**src/rtl/rxr_pkg.sv**
```systemverilog
package rxr_pkg;

    localparam int ST_W        = 3;
    localparam int ST_DONE     = 0;
    localparam int ST_NOBUF    = 1;
    localparam int ST_OVR      = 2;

    localparam int LEN_W       = 11;
    localparam int CTL_SOF_BIT = 14;
    localparam int CTL_EOF_BIT = 15;

    typedef struct packed {
        logic       valid;
        logic [7:0] data;
        logic       sof;
        logic       eof;
    } rx_beat_t;

    typedef struct packed {
        logic [31:0] addr_word;
        logic [31:0] ctrl_word;
    } desc_t;

    typedef enum logic [1:0] {
        FS_IDLE = 2'd0,
        FS_FILL = 2'd1,
        FS_DROP = 2'd2
    } fstate_e;

    function automatic logic [31:0] mk_addr_word(input logic [31:0] slot_addr,
                                                 input logic        wrap);
        return {slot_addr[31:2], wrap, 1'b1};
    endfunction

    function automatic logic [31:0] mk_ctrl_word(input logic [LEN_W-1:0] len,
                                                 input logic             first,
                                                 input logic             last);
        logic [31:0] w;
        w = '0;
        if (last) w[LEN_W-1:0] = len;
        w[CTL_SOF_BIT] = first;
        w[CTL_EOF_BIT] = last;
        return w;
    endfunction

endpackage

```
**src/rtl/rxr_own_table.sv**
```systemverilog
module rxr_own_table #(
    parameter int ENTRIES = 8,
    parameter int IDX_W   = 3
) (
    input  logic             clk,
    input  logic             rst,
    input  logic             set_en,
    input  logic [IDX_W-1:0] set_idx,
    input  logic             clr_en,
    input  logic [IDX_W-1:0] clr_idx,
    input  logic [IDX_W-1:0] look_a,
    input  logic [IDX_W-1:0] look_b,
    output logic             busy_a,
    output logic             busy_b
);

    logic [ENTRIES-1:0] used_q;

    for (genvar g = 0; g < ENTRIES; g++) begin : g_slot
        always_ff @(posedge clk) begin
            if (rst)
                used_q[g] <= 1'b0;
            else if (set_en && set_idx == IDX_W'(g))
                used_q[g] <= 1'b1;
            else if (clr_en && clr_idx == IDX_W'(g))
                used_q[g] <= 1'b0;
        end
    end

    assign busy_a = used_q[look_a];
    assign busy_b = used_q[look_b];

    // the controller only claims a slot that software has handed back
    a_r3_claim_free: assert property (@(posedge clk) disable iff (rst)
        set_en |-> !used_q[set_idx]);

endmodule

```
**src/rtl/rxr_status.sv**
```systemverilog
module rxr_status
    import rxr_pkg::*;
(
    input  logic            clk,
    input  logic            rst,
    input  logic [ST_W-1:0] set_vec,
    input  logic [ST_W-1:0] clr_vec,
    output logic [ST_W-1:0] status,
    output logic            irq
);

    logic [ST_W-1:0] flags_q;

    always_ff @(posedge clk) begin
        if (rst)
            flags_q <= '0;
        else
            flags_q <= (flags_q & ~clr_vec) | set_vec;
    end

    assign status = flags_q;
    assign irq    = |flags_q;

    for (genvar g = 0; g < ST_W; g++) begin : g_chk
        // a raised flag survives until software clears it
        a_r10_sticky: assert property (@(posedge clk) disable iff (rst)
            (flags_q[g] && !clr_vec[g]) |=> flags_q[g]);
    end

endmodule

```
**src/rtl/rxr_frag_ctl.sv**
```systemverilog
module rxr_frag_ctl
    import rxr_pkg::*;
#(
    parameter int ENTRIES   = 8,
    parameter int BUF_BYTES = 128,
    parameter int IDX_W     = 3,
    parameter int OFF_W     = 7
) (
    input  logic             clk,
    input  logic             rst,
    input  logic             rx_en,
    input  logic [31:0]      ring_base,
    input  logic [31:0]      buf_base,
    input  rx_beat_t         beat,
    input  logic             busy_cur,
    input  logic             busy_next,
    output logic [IDX_W-1:0] cur_idx,
    output logic [IDX_W-1:0] nxt_idx,
    output logic             claim_en,
    output logic [ST_W-1:0]  st_set,
    output logic             buf_we,
    output logic [31:0]      buf_addr,
    output logic [7:0]       buf_byte,
    output logic             desc_we,
    output logic [31:0]      desc_addr,
    output desc_t            desc
);

    localparam logic [OFF_W-1:0] LAST_OFF = OFF_W'(BUF_BYTES - 1);
    localparam logic [IDX_W-1:0] LAST_IDX = IDX_W'(ENTRIES - 1);

    fstate_e          st_q, st_d, eff_st;
    logic [IDX_W-1:0] cur_q, cur_d;
    logic [OFF_W-1:0] off_q, off_d, eff_off;
    logic [LEN_W-1:0] len_q, len_d, eff_len, len_inc;
    logic             first_q, first_d, eff_first;
    logic             accept, starting, starve, take, drop_byte, close;
    logic [31:0]      slot_addr;

    always_comb begin
        accept    = rx_en && beat.valid;
        starting  = accept && beat.sof;
        eff_st    = starting ? FS_FILL : st_q;
        eff_off   = starting ? '0 : off_q;
        eff_len   = starting ? '0 : len_q;
        eff_first = starting ? 1'b1 : first_q;
        starve    = accept && eff_st == FS_FILL && eff_off == '0 && busy_cur;
        take      = accept && eff_st == FS_FILL && !starve;
        drop_byte = accept && eff_st == FS_DROP;
        close     = take && (eff_off == LAST_OFF || beat.eof);
        len_inc   = eff_len + LEN_W'(1);
        nxt_idx   = (cur_q == LAST_IDX) ? '0 : cur_q + IDX_W'(1);
        slot_addr = {buf_base[31:OFF_W], {OFF_W{1'b0}}} + 32'(cur_q) * 32'(BUF_BYTES);
    end

    always_comb begin
        st_d    = st_q;
        cur_d   = cur_q;
        off_d   = off_q;
        len_d   = len_q;
        first_d = first_q;
        if (starting) begin
            st_d    = FS_FILL;
            off_d   = '0;
            len_d   = '0;
            first_d = 1'b1;
        end
        if (starve)
            st_d = FS_DROP;
        if (take) begin
            len_d = len_inc;
            if (close) begin
                off_d   = '0;
                first_d = 1'b0;
                cur_d   = nxt_idx;
            end else begin
                off_d = eff_off + OFF_W'(1);
            end
        end
        if (accept && beat.eof && eff_st != FS_IDLE)
            st_d = FS_IDLE;
    end

    always_ff @(posedge clk) begin
        if (rst) begin
            st_q    <= FS_IDLE;
            cur_q   <= '0;
            off_q   <= '0;
            len_q   <= '0;
            first_q <= 1'b0;
        end else begin
            st_q    <= st_d;
            cur_q   <= cur_d;
            off_q   <= off_d;
            len_q   <= len_d;
            first_q <= first_d;
        end
    end

    always_ff @(posedge clk) begin
        if (rst) begin
            buf_we    <= 1'b0;
            buf_addr  <= '0;
            buf_byte  <= '0;
            desc_we   <= 1'b0;
            desc_addr <= '0;
            desc      <= '0;
        end else begin
            buf_we    <= take;
            buf_addr  <= slot_addr + 32'(eff_off);
            buf_byte  <= beat.data;
            desc_we   <= close;
            desc_addr <= ring_base + (32'(cur_q) << 3);
            desc.addr_word <= mk_addr_word(slot_addr, cur_q == LAST_IDX);
            desc.ctrl_word <= mk_ctrl_word(len_inc, eff_first, beat.eof);
        end
    end

    always_comb begin
        st_set            = '0;
        st_set[ST_DONE]   = close && beat.eof;
        st_set[ST_NOBUF]  = starve || (close && busy_next);
        st_set[ST_OVR]    = starve || drop_byte;
    end

    assign cur_idx  = cur_q;
    assign claim_en = close;

    // a byte landing in the top byte of a slot comes with that slot's descriptor
    a_r2_full_closes: assert property (@(posedge clk) disable iff (rst)
        (buf_we && buf_addr[OFF_W-1:0] == LAST_OFF) |-> desc_we);

    // nothing is written in the cycle after reception was disabled
    a_r11_disabled_quiet: assert property (@(posedge clk) disable iff (rst)
        !rx_en |=> (!buf_we && !desc_we));

    // a length only appears in an end-flagged control word
    a_r6_len_on_last: assert property (@(posedge clk) disable iff (rst)
        (desc_we && !desc.ctrl_word[CTL_EOF_BIT]) |-> desc.ctrl_word[LEN_W-1:0] == '0);

    // while a frame is being discarded and no new start arrives, no byte is stored
    a_r9_drop_silent: assert property (@(posedge clk) disable iff (rst)
        (st_q == FS_DROP && !(beat.valid && beat.sof)) |=> !buf_we);

endmodule

```
**src/rtl/rx_ring_writer.sv**
```systemverilog
module rx_ring_writer
    import rxr_pkg::*;
#(
    parameter int RING_ENTRIES = 8,
    parameter int BUF_BYTES    = 128
) (
    input  logic        clk,
    input  logic        rst,
    input  logic        rx_en,
    input  logic [31:0] ring_base,
    input  logic [31:0] buf_base,
    input  logic        in_valid,
    input  logic [7:0]  in_data,
    input  logic        in_sof,
    input  logic        in_eof,
    input  logic        rel_en,
    input  logic [((RING_ENTRIES > 1) ? $clog2(RING_ENTRIES) : 1)-1:0] rel_idx,
    input  logic [2:0]  stat_clr,
    output logic        buf_we,
    output logic [31:0] buf_addr,
    output logic [7:0]  buf_byte,
    output logic        desc_we,
    output logic [31:0] desc_addr,
    output logic [31:0] desc_addr_word,
    output logic [31:0] desc_ctrl_word,
    output logic [2:0]  status,
    output logic        irq
);

    localparam int IDX_W = (RING_ENTRIES > 1) ? $clog2(RING_ENTRIES) : 1;
    localparam int OFF_W = $clog2(BUF_BYTES);

    rx_beat_t         beat;
    desc_t            desc;
    logic [IDX_W-1:0] cur_idx, nxt_idx;
    logic             busy_cur, busy_next, claim_en;
    logic [ST_W-1:0]  st_set;

    assign beat = '{valid: in_valid, data: in_data, sof: in_sof, eof: in_eof};

    rxr_own_table #(.ENTRIES(RING_ENTRIES), .IDX_W(IDX_W)) u_own (
        .clk     (clk),
        .rst     (rst),
        .set_en  (claim_en),
        .set_idx (cur_idx),
        .clr_en  (rel_en),
        .clr_idx (rel_idx),
        .look_a  (cur_idx),
        .look_b  (nxt_idx),
        .busy_a  (busy_cur),
        .busy_b  (busy_next)
    );

    rxr_frag_ctl #(
        .ENTRIES(RING_ENTRIES), .BUF_BYTES(BUF_BYTES), .IDX_W(IDX_W), .OFF_W(OFF_W)
    ) u_ctl (
        .clk       (clk),
        .rst       (rst),
        .rx_en     (rx_en),
        .ring_base (ring_base),
        .buf_base  (buf_base),
        .beat      (beat),
        .busy_cur  (busy_cur),
        .busy_next (busy_next),
        .cur_idx   (cur_idx),
        .nxt_idx   (nxt_idx),
        .claim_en  (claim_en),
        .st_set    (st_set),
        .buf_we    (buf_we),
        .buf_addr  (buf_addr),
        .buf_byte  (buf_byte),
        .desc_we   (desc_we),
        .desc_addr (desc_addr),
        .desc      (desc)
    );

    rxr_status u_stat (
        .clk     (clk),
        .rst     (rst),
        .set_vec (st_set),
        .clr_vec (stat_clr),
        .status  (status),
        .irq     (irq)
    );

    assign desc_addr_word = desc.addr_word;
    assign desc_ctrl_word = desc.ctrl_word;

endmodule

```
**config.mk**
```make
export PLATFORM = sky130hd
export DESIGN_NAME = rx_ring_writer
export DESIGN_NICKNAME = d
export VERILOG_FILES = /design/src/rtl/rxr_pkg.sv /design/src/rtl/rxr_own_table.sv /design/src/rtl/rxr_status.sv /design/src/rtl/rxr_frag_ctl.sv /design/src/rtl/rx_ring_writer.sv
export SDC_FILE = /design/constraint.sdc
export NUM_CORES = 1
export LEC_CHECK = 0
export ABC_AREA = 1
export ABC_CLOCK_PERIOD_IN_PS = 5100
export BUFFER_PORTS_ARGS = -buffer_cell sky130_fd_sc_hd__buf_2
export CELL_PAD_IN_SITES_DETAIL_PLACEMENT = 0
export CELL_PAD_IN_SITES_GLOBAL_PLACEMENT = 1
export CORE_MARGIN = 4
export CORE_UTILIZATION = 30
export CTS_BUF_LIST = sky130_fd_sc_hd__clkbuf_8
export DETAILED_ROUTE_END_ITERATION = 8
export MAX_ROUTING_LAYER = met4
export PLACE_DENSITY = 0.71
export SLEW_MARGIN = 25
export SYNTH_ARGS = -nofsm -noshare
export SYNTH_HDL_FRONTEND = slang
export SYNTH_HIERARCHICAL = 1
export SYNTH_SLANG_ARGS = --single-unit
export TNS_END_PERCENT = 5
```
**constraint.sdc**
```tcl
create_clock -name clk -period 5.1 [get_ports clk]
set_input_delay 0.255 -clock clk [delete_from_list [all_inputs] [get_ports clk]]
set_output_delay 0.255 -clock clk [all_outputs]
set_load 0.005 [all_outputs]
```
==> flow_summary.toml <==
[outcome]
outcome = "completed"

[power]
leakage_nw = 4.06
power_switching_mw = 0.559
clock_power_share_pct = 44.3
switching_share_pct = 25.0
p_seq_share_pct = 45.5
p_int_mw = 1.68
vdd_drop_max_v = 0.000127
power_frac_comb_pct = 10.2
power.density_nw_per_um2 = 283

[cts]
ctsResizeCount = 0
cts_tree = "built"
post_cts_buffers = 0
cts.sinks = 124
cts_root_buf = "clkbuf_8"
holdBufCountCts = 11
numCtsBuffers = 17
clkLatencyLatePin_ns = 0.43
cts.clk_slew.worst_paths_ns = 0.08
h-tree-depth = 4
clock_path_buffers = 2

[synthesis]
ys_ff_latch = 124
syn_inst = 929
ys_warn_count = 6
synth_top_area_share_pct = 38.9
syn_area_per_cell_um2 = 6.88
syn-cell-area_um2 = 6390
ys_top_cells_by_count = "nand2_1, inv_1, dfxtp_1"
ys.flop_type = "dfxtp_1"
synth_top_area_cell = "dfxtp_1"
synth_seq_area_share_pct = 38.9
synth.area.top_cells = "dfxtp_1, nand2_1, inv_1, nor2_1, buf_4"
synth_cell_types = 44
synth-async-reset-ratio_pct = 0
synth_edf_count = 0
yosysMostFrequentCell = "nand2_1"

[sta]
hold_slack_ns = 0.0682
fin_crit_sh_pct = 47.8
finalCriticalPeriod_ns = 2.44
worstMarginPinSlew_ns = 0.911
skew_ns = 0.0133
hold_viol = 0
timing.setup.tns_ns = 0
max_slew_margin_pct = 39.3
timing.fmax_ghz = 0.410
finalSetupViolations = 0
rsz0062_at_grt = "false"
drv_slew = 0

[worst_setup_path]
start_kind = "flop"
end_kind = "flop"
worst_path_max_delay_cell = "dfxtp_1"
crit_path_start = "u_ctl/cur_idx[0]$_SDFFE_PP0P_"
rr_worst_depth = 9
worstPathMaxFanout = 14
critical_path_required_ns = 5.39
crit_chain = "ha_1 -> fa_1 -> nand2_1 -> a21oi_4 -> nand4_1 -> nor2_1 -> nand3_1 -> nand2_1 -> nor2_1"
worstSetupEndpoint = "u_ctl/buf_addr[25]$_SDFF_PP0_"
cpPeakStageDelay_ns = 0.65
worstSetupPathType = "reg -> reg"
worstPathArrival_ns = 2.72
rr_startpoint = "u_ctl/cur_idx[0]$_SDFFE_PP0P_"
reg2reg_slack_ns = 2.66
r2r_end = "u_ctl/buf_addr[25]$_SDFF_PP0_"

[grt]
gr-usage-all-layers_pct = 15.7
grt_pass1_vias = 5917
grt_max_degree = 69
overflow = 0
antenna_found_initial = 1
grt_pass1_wl_um = 29500

[route]
routedWlPerCell_um = 13.1
vias = 6119
drt-initial-drc-count = 281
via_per_inst = 4.37
drtAntennaViolNets = 0
drc = 0
drt_pre_antenna_iters = 5
wl_um = 18300

[floorplanning]
die_area_um2 = 23700
row_count = 53
top_level_ports = 227
die_y_um = 154
start_util_pct = 30.5
die_x_um = 154
coreArea_um2 = 21000

[finish]
nNetsFinal = 1209
drive_gt1_share_pct = 22.7
fin_cells = 1400
area_growth_pct = 23.6
final_util_pct = 37.7

[placement]
port_buffers = 195
gp_congestion = 0.853
dp_hpwl_um = 13900
post-place-cells = 1356

[job]
cap_viol_max_count = 0

[hold_path]
hold_class = "in -> reg"
==> layer usage <==
metal | part of all wire, % | global-route usage, % | vias to the layer above
met3 | 5.4 | 3.74 | 11
met2 | 47 | 25.3 | 175
met5 | 0 | - | -
met1 | 46 | 19.6 | 2726
li1 | - | - | 3207
met4 | 1.1 | 4.63 | 0
==> worst max-delay path: cells and delay by family, from the launching register on <==
kind,cells,cell delay (ns)
and+or+nand+nor,6,0.79
DFF,1,0.65
adders and majority gates,2,0.58
AOI/OAI and AO/OA,1,0.28
==> sequential cells by signal (all words and copies together) (netlist names), 2 cells and up <==
signal,cells
u_ctl/desc_addr,32
u_ctl/buf_byte,8
u_own/used_q,8
u_ctl/buf_addr,32
u_ctl/st_q,2
u_ctl/len_q,11
u_ctl/desc,15
u_ctl/off_q,7
u_stat/status,3
u_ctl/cur_idx,3
==> layout by cell type, fill, tap and decap left out, types with 2 or more instances in the layout <==
master | synthesis | layout
nand2_1 | 230 | 230
buf_2 | 4 | 195
inv_1 | 130 | 131
dfxtp_1 | 124 | 124
nor2_1 | 116 | 116
a21oi_1 | 61 | 61
nand3_1 | 53 | 53
o21ai_0 | 28 | 28
conb_1 | 1 | 24
clkbuf_8 | 0 | 21
nor3_1 | 18 | 18
nand4_1 | 18 | 18
nand3b_1 | 17 | 17
dlygate4sd3_1 | 0 | 11
ha_1 | 11 | 11
xnor2_1 | 5 | 5
bufinv_16 | 0 | 4
xor2_1 | 4 | 4
clkinv_2 | 0 | 3
buf_4 | 50 | 3
a21oi_2 | 3 | 3
or2_2 | 3 | 3
or3_1 | 3 | 3
nand2_2 | 3 | 3
o21ai_1 | 3 | 3
nand2_4 | 3 | 3
nor3_2 | 3 | 3
nor3b_1 | 2 | 2
o21ai_2 | 2 | 2
nor2_2 | 2 | 2
and2_1 | 2 | 2
fa_1 | 2 | 2
inv_2 | 2 | 2
==> power groups by stage <==
stage                     Clock [mW]  Sequential, mW  Combinational (mW)
after detailed placement           0            1.04               0.224
after global routing            1.08            1.02               0.260
after floorplan                    0            1.04               0.134
final                          0.992            1.02               0.228
after CTS                       1.03            1.02               0.231
after global placement             0            1.04               0.224
==> cell families (layout without fill, tap and decap cells) <==
| family | Yosys count | count (layout) | synth area share, % |
|---|---|---|---|
| XOR/XNOR | 9 | 9 | 1.23 |
| other | 1 | 25 | 0.0587 |
| AO/OA/AOI/OAI | 102 | 102 | 8.66 |
| adder cells (fa/ha/maj) | 13 | 13 | 2.78 |
| flip-flops | 124 | 124 | 38.9 |
| buffers and inverters | 201 | 373 | 15.4 |
| AND/OR/NAND/NOR | 479 | 479 | 33.1 |
==> how the worst min path moves through the flow <==
stage                                   from                       endpoint  slack, ns  depth (start not counted)
CTS                              stat_clr[1]    u_stat/status[1]$_SDFF_PP0_       0.03                          4
floorplan                                rst    u_stat/status[0]$_SDFF_PP0_       0.32                          1
global route                     stat_clr[1]    u_stat/status[1]$_SDFF_PP0_       0.04                          4
finish                          buf_base[11]  u_ctl/buf_addr[11]$_SDFF_PP0_       0.07                          2
global placement    u_ctl/first_q$_SDFF_PP0_       u_ctl/first_q$_SDFF_PP0_       0.44                          2
detailed placement  u_ctl/first_q$_SDFF_PP0_       u_ctl/first_q$_SDFF_PP0_       0.45                          2
==> metrics by stage <==
stage / worst slack [ns] / instance area (µm²) / total power, mW
after CTS: 2.58 / 7900 / 2.28
after detailed placement: 2.27 / 7330 / 1.26
after global placement: 2.32 / 7330 / 1.26
after floorplan: 2.92 / 6470 / 1.18
final: 2.66 / 7900 / 2.24
after global routing: 2.38 / 7900 / 2.36
==> layout make-up <==
class / instances / area [µm²]
sequential: 124 / 2480
multi-input combinational: 627 / 3010
clock buffer: 21 / 289
clock inverter: 11 / 164
fill: 2328 / 13100
tap: 275 / 344
antenna: 1 / 2.50
timing repair buffer: 209 / 1110
inverter: 132 / 495
No activity file was read; power rests on OpenSTA's default activity.
